===== src/rtl/adc_cal_pkg.sv =====
`timescale 1ns/1ps
package adc_cal_pkg;
    typedef enum logic [1:0] {
        CAL_IDLE    = 2'd0,
        CAL_SETTLE  = 2'd1,
        CAL_COLLECT = 2'd2,
        CAL_FINISH  = 2'd3
    } cal_state_e;
endpackage


===== src/rtl/adc_cal_ctrl.sv =====
`timescale 1ns/1ps
module adc_cal_ctrl
    import adc_cal_pkg::*;
#(
    parameter int CHAN_W        = 4,
    parameter int SAMPLE_LOG2   = 4,
    parameter int SETTLE_CYCLES = 200000,
    parameter int GAP_CYCLES    = 12
) (
    input  logic              clk,
    input  logic              rst_n,
    input  logic              start_i,
    input  logic              valid_i,
    input  logic [CHAN_W-1:0] chan_i,
    output cal_state_e        state_o,
    output logic              accept_o,
    output logic              clear_o,
    output logic              commit_o
);
    localparam int NUM_SAMPLES = 1 << SAMPLE_LOG2;
    localparam int SETTLE_W    = $clog2(SETTLE_CYCLES + 1);
    localparam int GAP_W       = $clog2(GAP_CYCLES + 1);
    localparam int CNT_W       = SAMPLE_LOG2 + 1;

    cal_state_e          state_q, state_d;
    logic [SETTLE_W-1:0] settle_q;
    logic [GAP_W-1:0]    gap_q;
    logic [CNT_W-1:0]    taken_q;

    // state register
    always_ff @(posedge clk or negedge rst_n) begin
        if (!rst_n) state_q <= CAL_IDLE;
        else        state_q <= state_d;
    end

    // next state: start_accept, settle_over, last_sample, commit
    always_comb begin
        state_d = state_q;
        unique case (state_q)
            CAL_IDLE:    if (start_i) state_d = CAL_SETTLE;
            CAL_SETTLE:  if (settle_q == '0) state_d = CAL_COLLECT;
            CAL_COLLECT: if (accept_o && taken_q == CNT_W'(NUM_SAMPLES - 1))
                             state_d = CAL_FINISH;
            CAL_FINISH:  state_d = CAL_IDLE;
        endcase
    end

    // outputs
    always_comb begin
        accept_o = 1'b0;
        clear_o  = 1'b0;
        commit_o = 1'b0;
        unique case (state_q)
            CAL_IDLE:    clear_o  = start_i;
            CAL_SETTLE:  ;
            CAL_COLLECT: accept_o = valid_i && (chan_i == '0) && (gap_q == '0);
            CAL_FINISH:  commit_o = 1'b1;
        endcase
    end

    assign state_o = state_q;

    // settle, freshness and sample counters
    always_ff @(posedge clk or negedge rst_n) begin
        if (!rst_n) begin
            settle_q <= '0;
            gap_q    <= '0;
            taken_q  <= '0;
        end else if (clear_o) begin
            settle_q <= SETTLE_W'(SETTLE_CYCLES - 1);
            gap_q    <= '0;
            taken_q  <= '0;
        end else if (state_q == CAL_SETTLE) begin
            if (settle_q != '0) settle_q <= settle_q - 1'b1;
        end else if (state_q == CAL_COLLECT) begin
            if (accept_o) begin
                taken_q <= taken_q + 1'b1;
                gap_q   <= GAP_W'(GAP_CYCLES - 1);
            end else if (gap_q != '0) begin
                gap_q <= gap_q - 1'b1;
            end
        end
    end

    // checker state for the assertions below
    localparam logic [GAP_W:0] GAP_MIN = (GAP_W + 1)'(GAP_CYCLES - 1);
    logic [GAP_W:0]      since_q;
    logic                seen_q;
    logic [CNT_W-1:0]    chk_cnt_q;
    logic [SETTLE_W-1:0] settle_len_q;

    always_ff @(posedge clk or negedge rst_n) begin
        if (!rst_n) begin
            since_q      <= '0;
            seen_q       <= 1'b0;
            chk_cnt_q    <= '0;
            settle_len_q <= '0;
        end else if (clear_o) begin
            since_q      <= '0;
            seen_q       <= 1'b0;
            chk_cnt_q    <= '0;
            settle_len_q <= '0;
        end else begin
            if (state_q == CAL_SETTLE) settle_len_q <= settle_len_q + 1'b1;
            if (accept_o) begin
                since_q   <= '0;
                seen_q    <= 1'b1;
                chk_cnt_q <= chk_cnt_q + 1'b1;
            end else if (since_q != '1) begin
                since_q <= since_q + 1'b1;
            end
        end
    end

    a_r3_settle_length: assert property (@(posedge clk) disable iff (!rst_n)
        $rose(state_q == CAL_COLLECT) |-> settle_len_q == SETTLE_W'(SETTLE_CYCLES));

    a_r5_fresh_gap: assert property (@(posedge clk) disable iff (!rst_n)
        (accept_o && seen_q) |-> since_q >= GAP_MIN);

    a_r7_commit_after_all: assert property (@(posedge clk) disable iff (!rst_n)
        commit_o |-> chk_cnt_q == CNT_W'(NUM_SAMPLES));
endmodule


===== src/rtl/adc_cal_accum.sv =====
`timescale 1ns/1ps
module adc_cal_accum #(
    parameter int DATA_W      = 10,
    parameter int SAMPLE_LOG2 = 4
) (
    input  logic                     clk,
    input  logic                     rst_n,
    input  logic                     clear_i,
    input  logic                     accept_i,
    input  logic                     commit_i,
    input  logic [DATA_W-1:0]        data_i,
    output logic signed [DATA_W:0]   cv_o,
    output logic                     done_o
);
    localparam int ACC_W = DATA_W + SAMPLE_LOG2;
    localparam int CV_W  = DATA_W + 1;
    localparam logic [CV_W-1:0] MID_CODE = CV_W'(1) << (DATA_W - 1);

    logic [ACC_W-1:0]        acc_q;
    logic [DATA_W-1:0]       avg;
    logic signed [CV_W-1:0]  cv_next;
    logic signed [CV_W-1:0]  cv_q;
    logic                    done_q;

    assign avg     = acc_q[ACC_W-1:SAMPLE_LOG2];
    assign cv_next = MID_CODE - {1'b0, avg};

    always_ff @(posedge clk or negedge rst_n) begin
        if (!rst_n) begin
            acc_q  <= '0;
            cv_q   <= '0;
            done_q <= 1'b0;
        end else begin
            if (clear_i) begin
                acc_q  <= '0;
                done_q <= 1'b0;
            end else if (accept_i) begin
                acc_q <= acc_q + ACC_W'(data_i);
            end
            if (commit_i) begin
                cv_q   <= cv_next;
                done_q <= 1'b1;
            end
        end
    end

    assign cv_o   = cv_q;
    assign done_o = done_q;

    a_r6_no_overflow: assert property (@(posedge clk) disable iff (!rst_n)
        accept_i |=> acc_q >= $past(acc_q));

    a_r7_cv_hold: assert property (@(posedge clk) disable iff (!rst_n)
        !commit_i |=> $stable(cv_q));

    a_r7_done_from_commit: assert property (@(posedge clk) disable iff (!rst_n)
        $rose(done_q) |-> $past(commit_i));
endmodule


===== src/rtl/adc_cal_correct.sv =====
`timescale 1ns/1ps
module adc_cal_correct #(
    parameter int DATA_W = 10
) (
    input  logic                       clk,
    input  logic                       rst_n,
    input  logic                       en_i,
    input  logic [DATA_W-1:0]          raw_i,
    input  logic signed [DATA_W:0]     cv_i,
    input  logic                       bat_i,
    input  logic                       div_i,
    output logic                       valid_o,
    output logic signed [DATA_W+3:0]   data_o
);
    localparam int CORR_W = DATA_W + 4;
    localparam int CV_W   = DATA_W + 1;

    function automatic logic signed [CORR_W-1:0] gain(
        input logic signed [CORR_W-1:0] x, input logic b, input logic d);
        logic signed [CORR_W-1:0] t;
        t = x + (x <<< 1);
        if (!b)     return x;
        if (d)      return t;
        return (t + $signed({{(CORR_W-1){1'b0}}, t[CORR_W-1]})) >>> 1;
    endfunction

    logic signed [CORR_W-1:0] raw_s, cv_s, sum;

    assign raw_s = $signed({{(CORR_W-DATA_W){1'b0}}, raw_i});
    assign cv_s  = $signed({{(CORR_W-CV_W){cv_i[CV_W-1]}}, cv_i});
    assign sum   = gain(raw_s, bat_i, div_i) + gain(cv_s, bat_i, div_i);

    always_ff @(posedge clk or negedge rst_n) begin
        if (!rst_n) begin
            valid_o <= 1'b0;
            data_o  <= '0;
        end else begin
            valid_o <= en_i;
            if (en_i) data_o <= sum;
        end
    end
endmodule


===== src/rtl/adc_offset_cal.sv =====
`timescale 1ns/1ps
module adc_offset_cal
    import adc_cal_pkg::*;
#(
    parameter int DATA_W        = 10,
    parameter int CHAN_W        = 4,
    parameter int SAMPLE_LOG2   = 4,
    parameter int SETTLE_CYCLES = 200000,
    parameter int GAP_CYCLES    = 12,
    parameter int TRIM_W        = 4,
    parameter int TRIM_DEFAULT  = 8
) (
    input  logic                      clk,
    input  logic                      rst_n,
    input  logic                      cal_start_i,
    input  logic                      smp_valid_i,
    input  logic [CHAN_W-1:0]         smp_chan_i,
    input  logic [DATA_W-1:0]         smp_data_i,
    input  logic                      bat_mode_i,
    input  logic                      bat_div_i,
    input  logic [TRIM_W-1:0]         trim_code_i,
    output logic                      cal_busy_o,
    output logic                      cal_done_o,
    output logic signed [DATA_W:0]    comp_value_o,
    output logic [TRIM_W-1:0]         trim_o,
    output logic                      corr_valid_o,
    output logic signed [DATA_W+3:0]  corr_data_o
);
    cal_state_e        state;
    logic              accept, clear, commit;
    logic [TRIM_W-1:0] trim_q;

    adc_cal_ctrl #(
        .CHAN_W(CHAN_W), .SAMPLE_LOG2(SAMPLE_LOG2),
        .SETTLE_CYCLES(SETTLE_CYCLES), .GAP_CYCLES(GAP_CYCLES)
    ) u_ctrl (
        .clk(clk), .rst_n(rst_n), .start_i(cal_start_i),
        .valid_i(smp_valid_i), .chan_i(smp_chan_i),
        .state_o(state), .accept_o(accept), .clear_o(clear), .commit_o(commit)
    );

    adc_cal_accum #(.DATA_W(DATA_W), .SAMPLE_LOG2(SAMPLE_LOG2)) u_accum (
        .clk(clk), .rst_n(rst_n), .clear_i(clear), .accept_i(accept),
        .commit_i(commit), .data_i(smp_data_i),
        .cv_o(comp_value_o), .done_o(cal_done_o)
    );

    adc_cal_correct #(.DATA_W(DATA_W)) u_correct (
        .clk(clk), .rst_n(rst_n),
        .en_i(smp_valid_i && state == CAL_IDLE),
        .raw_i(smp_data_i), .cv_i(comp_value_o),
        .bat_i(bat_mode_i), .div_i(bat_div_i),
        .valid_o(corr_valid_o), .data_o(corr_data_o)
    );

    always_ff @(posedge clk or negedge rst_n) begin
        if (!rst_n)     trim_q <= TRIM_W'(TRIM_DEFAULT);
        else if (clear) trim_q <= (trim_code_i == '0) ? TRIM_W'(TRIM_DEFAULT) : trim_code_i;
    end

    assign trim_o     = trim_q;
    assign cal_busy_o = (state != CAL_IDLE);

    a_r9_corr_only_idle: assert property (@(posedge clk) disable iff (!rst_n)
        corr_valid_o |-> $past(state == CAL_IDLE));

    a_r11_trim_nonzero: assert property (@(posedge clk) disable iff (!rst_n)
        trim_q != '0);

    a_r2_busy_after_start: assert property (@(posedge clk) disable iff (!rst_n)
        (!cal_busy_o && cal_start_i) |=> (cal_busy_o && !cal_done_o));
endmodule


===== config.mk =====
export PLATFORM = sky130hd
export DESIGN_NAME = adc_offset_cal
export DESIGN_NICKNAME = d
export VERILOG_FILES = /design/src/rtl/adc_cal_pkg.sv /design/src/rtl/adc_cal_ctrl.sv /design/src/rtl/adc_cal_accum.sv /design/src/rtl/adc_cal_correct.sv /design/src/rtl/adc_offset_cal.sv
export SDC_FILE = /design/constraint.sdc
export NUM_CORES = 1
export LEC_CHECK = 0
export BUFFER_PORTS_ARGS = -buffer_cell sky130_fd_sc_hd__buf_2
export CAP_MARGIN = 25
export CORE_UTILIZATION = 55
export CTS_BUF_LIST = sky130_fd_sc_hd__clkbuf_4 sky130_fd_sc_hd__clkbuf_8
export CTS_CLUSTER_DIAMETER = 150
export CTS_CLUSTER_SIZE = 10
export DETAILED_ROUTE_END_ITERATION = 8
export GPL_TIMING_DRIVEN = 0
export PLACE_DENSITY = 0.77
export SLEW_MARGIN = 15
export SYNTH_ARGS = -nofsm -noshare
export SYNTH_HDL_FRONTEND = slang
export SYNTH_HIERARCHICAL = 1
export SYNTH_SLANG_ARGS = --single-unit

===== constraint.sdc =====
create_clock -name clk -period 4.1 [get_ports clk]
set_input_delay 0.205 -clock clk [delete_from_list [all_inputs] [get_ports clk]]
set_output_delay 0.205 -clock clk [all_outputs]
set_load 0.02 [all_outputs]

==> key figures <==
Status
  – Outcome: finished with violations
  – Failing checks: negative setup slack

Synthesis
  – Post-Synthesis Cells: 693
  – Synthesized flop and latch total: 74
  – Synth warnings: 6
  – Syn_area_per_cell: 8.93 um2
  – Register area share after synthesis: 30.0%
  – Top cells by area, synth: dfrtp_1 30%, ha_1 11%, mux2_2 4.0%
  – Ys flop type: dfrtp_1
  – Synth unique cells: 83
  – Post-synthesis async set-or-reset flop share: 100%
  – Cell Area, Synth: 6190 um2
  – Syn_nets: 774
  – Post-synth EDFFs: 0
  – Synth top area share: 29.5%
  – Synth area leader: dfrtp_1

Timing
  – Final setup violation count: 1
  – Fmax: 243 MHz
  – Tmin final: 4.12 ns
  – Slew Limit Fails: 0
  – Rel. slew slack: 43.6%
  – Fin worst setup slack: -0.0155 ns
  – Final Hold Fails: 0
  – Total Neg Setup Slack: -0.0155 ns
  – Tcrit/Tclk final: 100%
  – Clk_skew: 0.0105 ns
  – Worst-Margin Slew: 0.845 ns
  – RSZ-0062 raised after global routing: yes

Finish
  – Layout filler cell count: 905
  – Area delta synth->final: 16.8%
  – Net count reported at finish: 855
  – Commonest non-fill, non-tap cell in the layout: dfrtp_1
  – Final Util: 66.4%
  – Most frequent cells in the layout: 67 x dfrtp_1, 56 x buf_2, 52 x nor2_1, 49 x ha_1, 47 x inv_1
  – Share of cells above drive strength 1: 23.5%
  – Antenna cells: 0

Critical path
  – CP endpoint kind: register
  – WS Path Type: register to register
  – Critical path's top delay family: compound AO/OA/AOI/OAI gates
  – Critical path launch point type: register
  – CP cell instances: ha_4 -> inv_2 -> fa_2 -> nand2b_4 -> a21o_1 -> a311o_2 -> buf_4 -> mux2_2 -> nor2_1 -> o31ai_2 -> ha_1 -> o21a_1 -> o21a_1 -> nand3_2 -> a21o_1 -> a31oi_2 -> a311oi_1 -> a221o_1
  – Critical Path Fanout Max: 4
  – CP max stage cell: dfrtp_2
  – CP required: 4.36 ns
  – Crit path DAT: 4.37 ns
  – Worst Path Buf+Inv: 2
  – Largest stage delay on the critical path: 0.42 ns

Clocking
  – Clk slew on worst S/H paths: 0.09 ns
  – CTS Buf Count: 9
  – H-tree Lvls: 3
  – CTS tree: done
  – Clk_lat worst skew: 0.37 ns
  – Clk buf depth: 2
  – CTS root buf: clkbuf_8
  – CTS sink count: 74

Global routing
  – Gr usage total: 27.4%
  – Total gr overflow: 0
  – Vias in the first global route: 5513
  – Largest net degree at the start of global routing: 43
  – Initial antenna violation count: 0
  – First-pass GRT wire length: 25300 um

Drt
  – Routed via count: 5640
  – Met1 wire length: 6790 um
  – Post-DR vias/cell: 6.14
  – Routed wire length: 15600 um
  – Wire length on met3: 787 um
  – Number of DRC markers in iteration 0: 318
  – Antenna Nets Post-Route: 0
  – Routed wire per std cell: 17.0 um
  – Top sig layer: met4
  – Residual DRC: 0
  – Routed length on met2: 7630 um
  – TritonRoute pass-1 iters: 6

Floorplan
  – Initial Util: 56.8%
  – # IOs: 56
  – Rows: 38
  – DIE WIDTH: 108 um
  – Die area: 11700 um2
  – Core ar.: 10900 um2
  – Die height: 108 um

Placed design
  – HPWL reported at the end of detailed placement: 11400 um
  – RePlAce Congestion: 0.874
  – PortBufs: 54
  – Worst slack, placed: -0.220 ns

Worst hold path
  – Hold crit path type: input pin to register

Power and ir drop
  – P_leak: 3.25 nW
  – Pwr Density: 247 nW/um2
  – Worst VDD drop: 0.225 mV

Job
  – Max Cap Viol: 0
[worst paths after layout]
path	from	slack, ns	to	depth (start not counted)
setup / recovery	u_accum/cv_o[0]	-0.02	u_correct/data_o[12]	18
hold / removal	trim_code_i[3]	0.05	trim_o[3]	3
setup reg to reg	u_accum/cv_o[0]	-0.02	u_correct/data_o[12]	18
hold reg to reg	u_correct/data_o[13]	0.48	u_correct/data_o[13]	2
max in group asynchronous	rst_n	3.15	trim_o[3]	3
min in group asynchronous	rst_n	0.31	u_correct/data_o[12]	2
[worst min-delay path, delay by kind of cell]
kind | cells | cell delay [ns]
AO/OA/AOI/OAI | 1 | 0.07
buffers and inverters | 2 | 0.14
[per-layer routing]
metal	track usage, %	up-vias
met4	12.0	0
met5	0	-
met1	33.8	2725
li1	-	2692
met2	47.9	185
met3	3.50	38
[through the flow]
step / power, mW / area [um2] / hold slack, ns / std cells
2_1_floorplan: 0.969 / 6190 / -0.0906 / 693
3_3_place_gp: 1.06 / 6640 / 0.411 / 887
3_5_place_dp: 1.07 / 6660 / 0.181 / 888
4_1_cts: 1.78 / 6990 / 0.0353 / 910
5_1_grt: 1.86 / 7230 / 0.0548 / 919
6_report: 1.78 / 7230 / 0.0542 / 919
[sequential cells by signal, summed over array words and instances, names as in the netlist]
signal,flops
trim_o,4
u_correct/data_o,14
u_accum/cv_o,11
u_accum/acc_q,14
u_correct/valid_o,1
u_ctrl/state_o,2
u_ctrl/gap_q,4
u_ctrl/taken_q,5
u_ctrl/settle_q,18
u_accum/done_o,1
[synth_stat cells, types with 18 or more instances]
cell type  instances
o21ai_0           36
nor2_1            55
dfrtp_1           73
o211ai_1          18
xnor2_1           22
a21oi_1           47
xor2_1            24
clkbuf_1          19
nand3_1           22
inv_1             49
nand2_1           43
mux2_2            22
ha_1              53
[cell type report]
type	instances	area [um2]	share of cell area, %
buffer	26	113	1.56
clock buffer	10	131	1.82
sequential	74	1860	25.7
clock inverter	6	114	1.58
tap	140	175	2.42
multi-input combinational	542	4230	58.6
timing repair buffer	70	408	5.64
inverter	51	191	2.65
[power breakdown]
group	leakage (nW)	total [mW]	internal, mW	switching [mW]
registers	0.882	0.761	0.750	0.0105
logic	2.25	0.311	0.126	0.185
clock network	0.117	0.711	0.413	0.297
[cell families after synthesis]
| group | Yosys count | synth area share, % |
|---|---|---|
| buf+inv | 77 | 4.87 |
| flops | 74 | 30.0 |
| compound gates | 192 | 21.9 |
| fa+ha+maj | 57 | 12.0 |
| simple gates | 209 | 18.0 |
| xor+xnor | 46 | 6.51 |
| mux | 38 | 6.80 |
[repair_timing]
action / CTS / global route
cloned: 0 / 0
hold buffers: 1 / 0
buffers inserted: 5 / 9
endpoints found under the setup margin: 5 / 6
pin swaps: 5 / 12
gates resized for setup: 9 / 35
hold endpoints to repair: 32 / 0
Note: power is estimated with default switching activity, not from simulation.
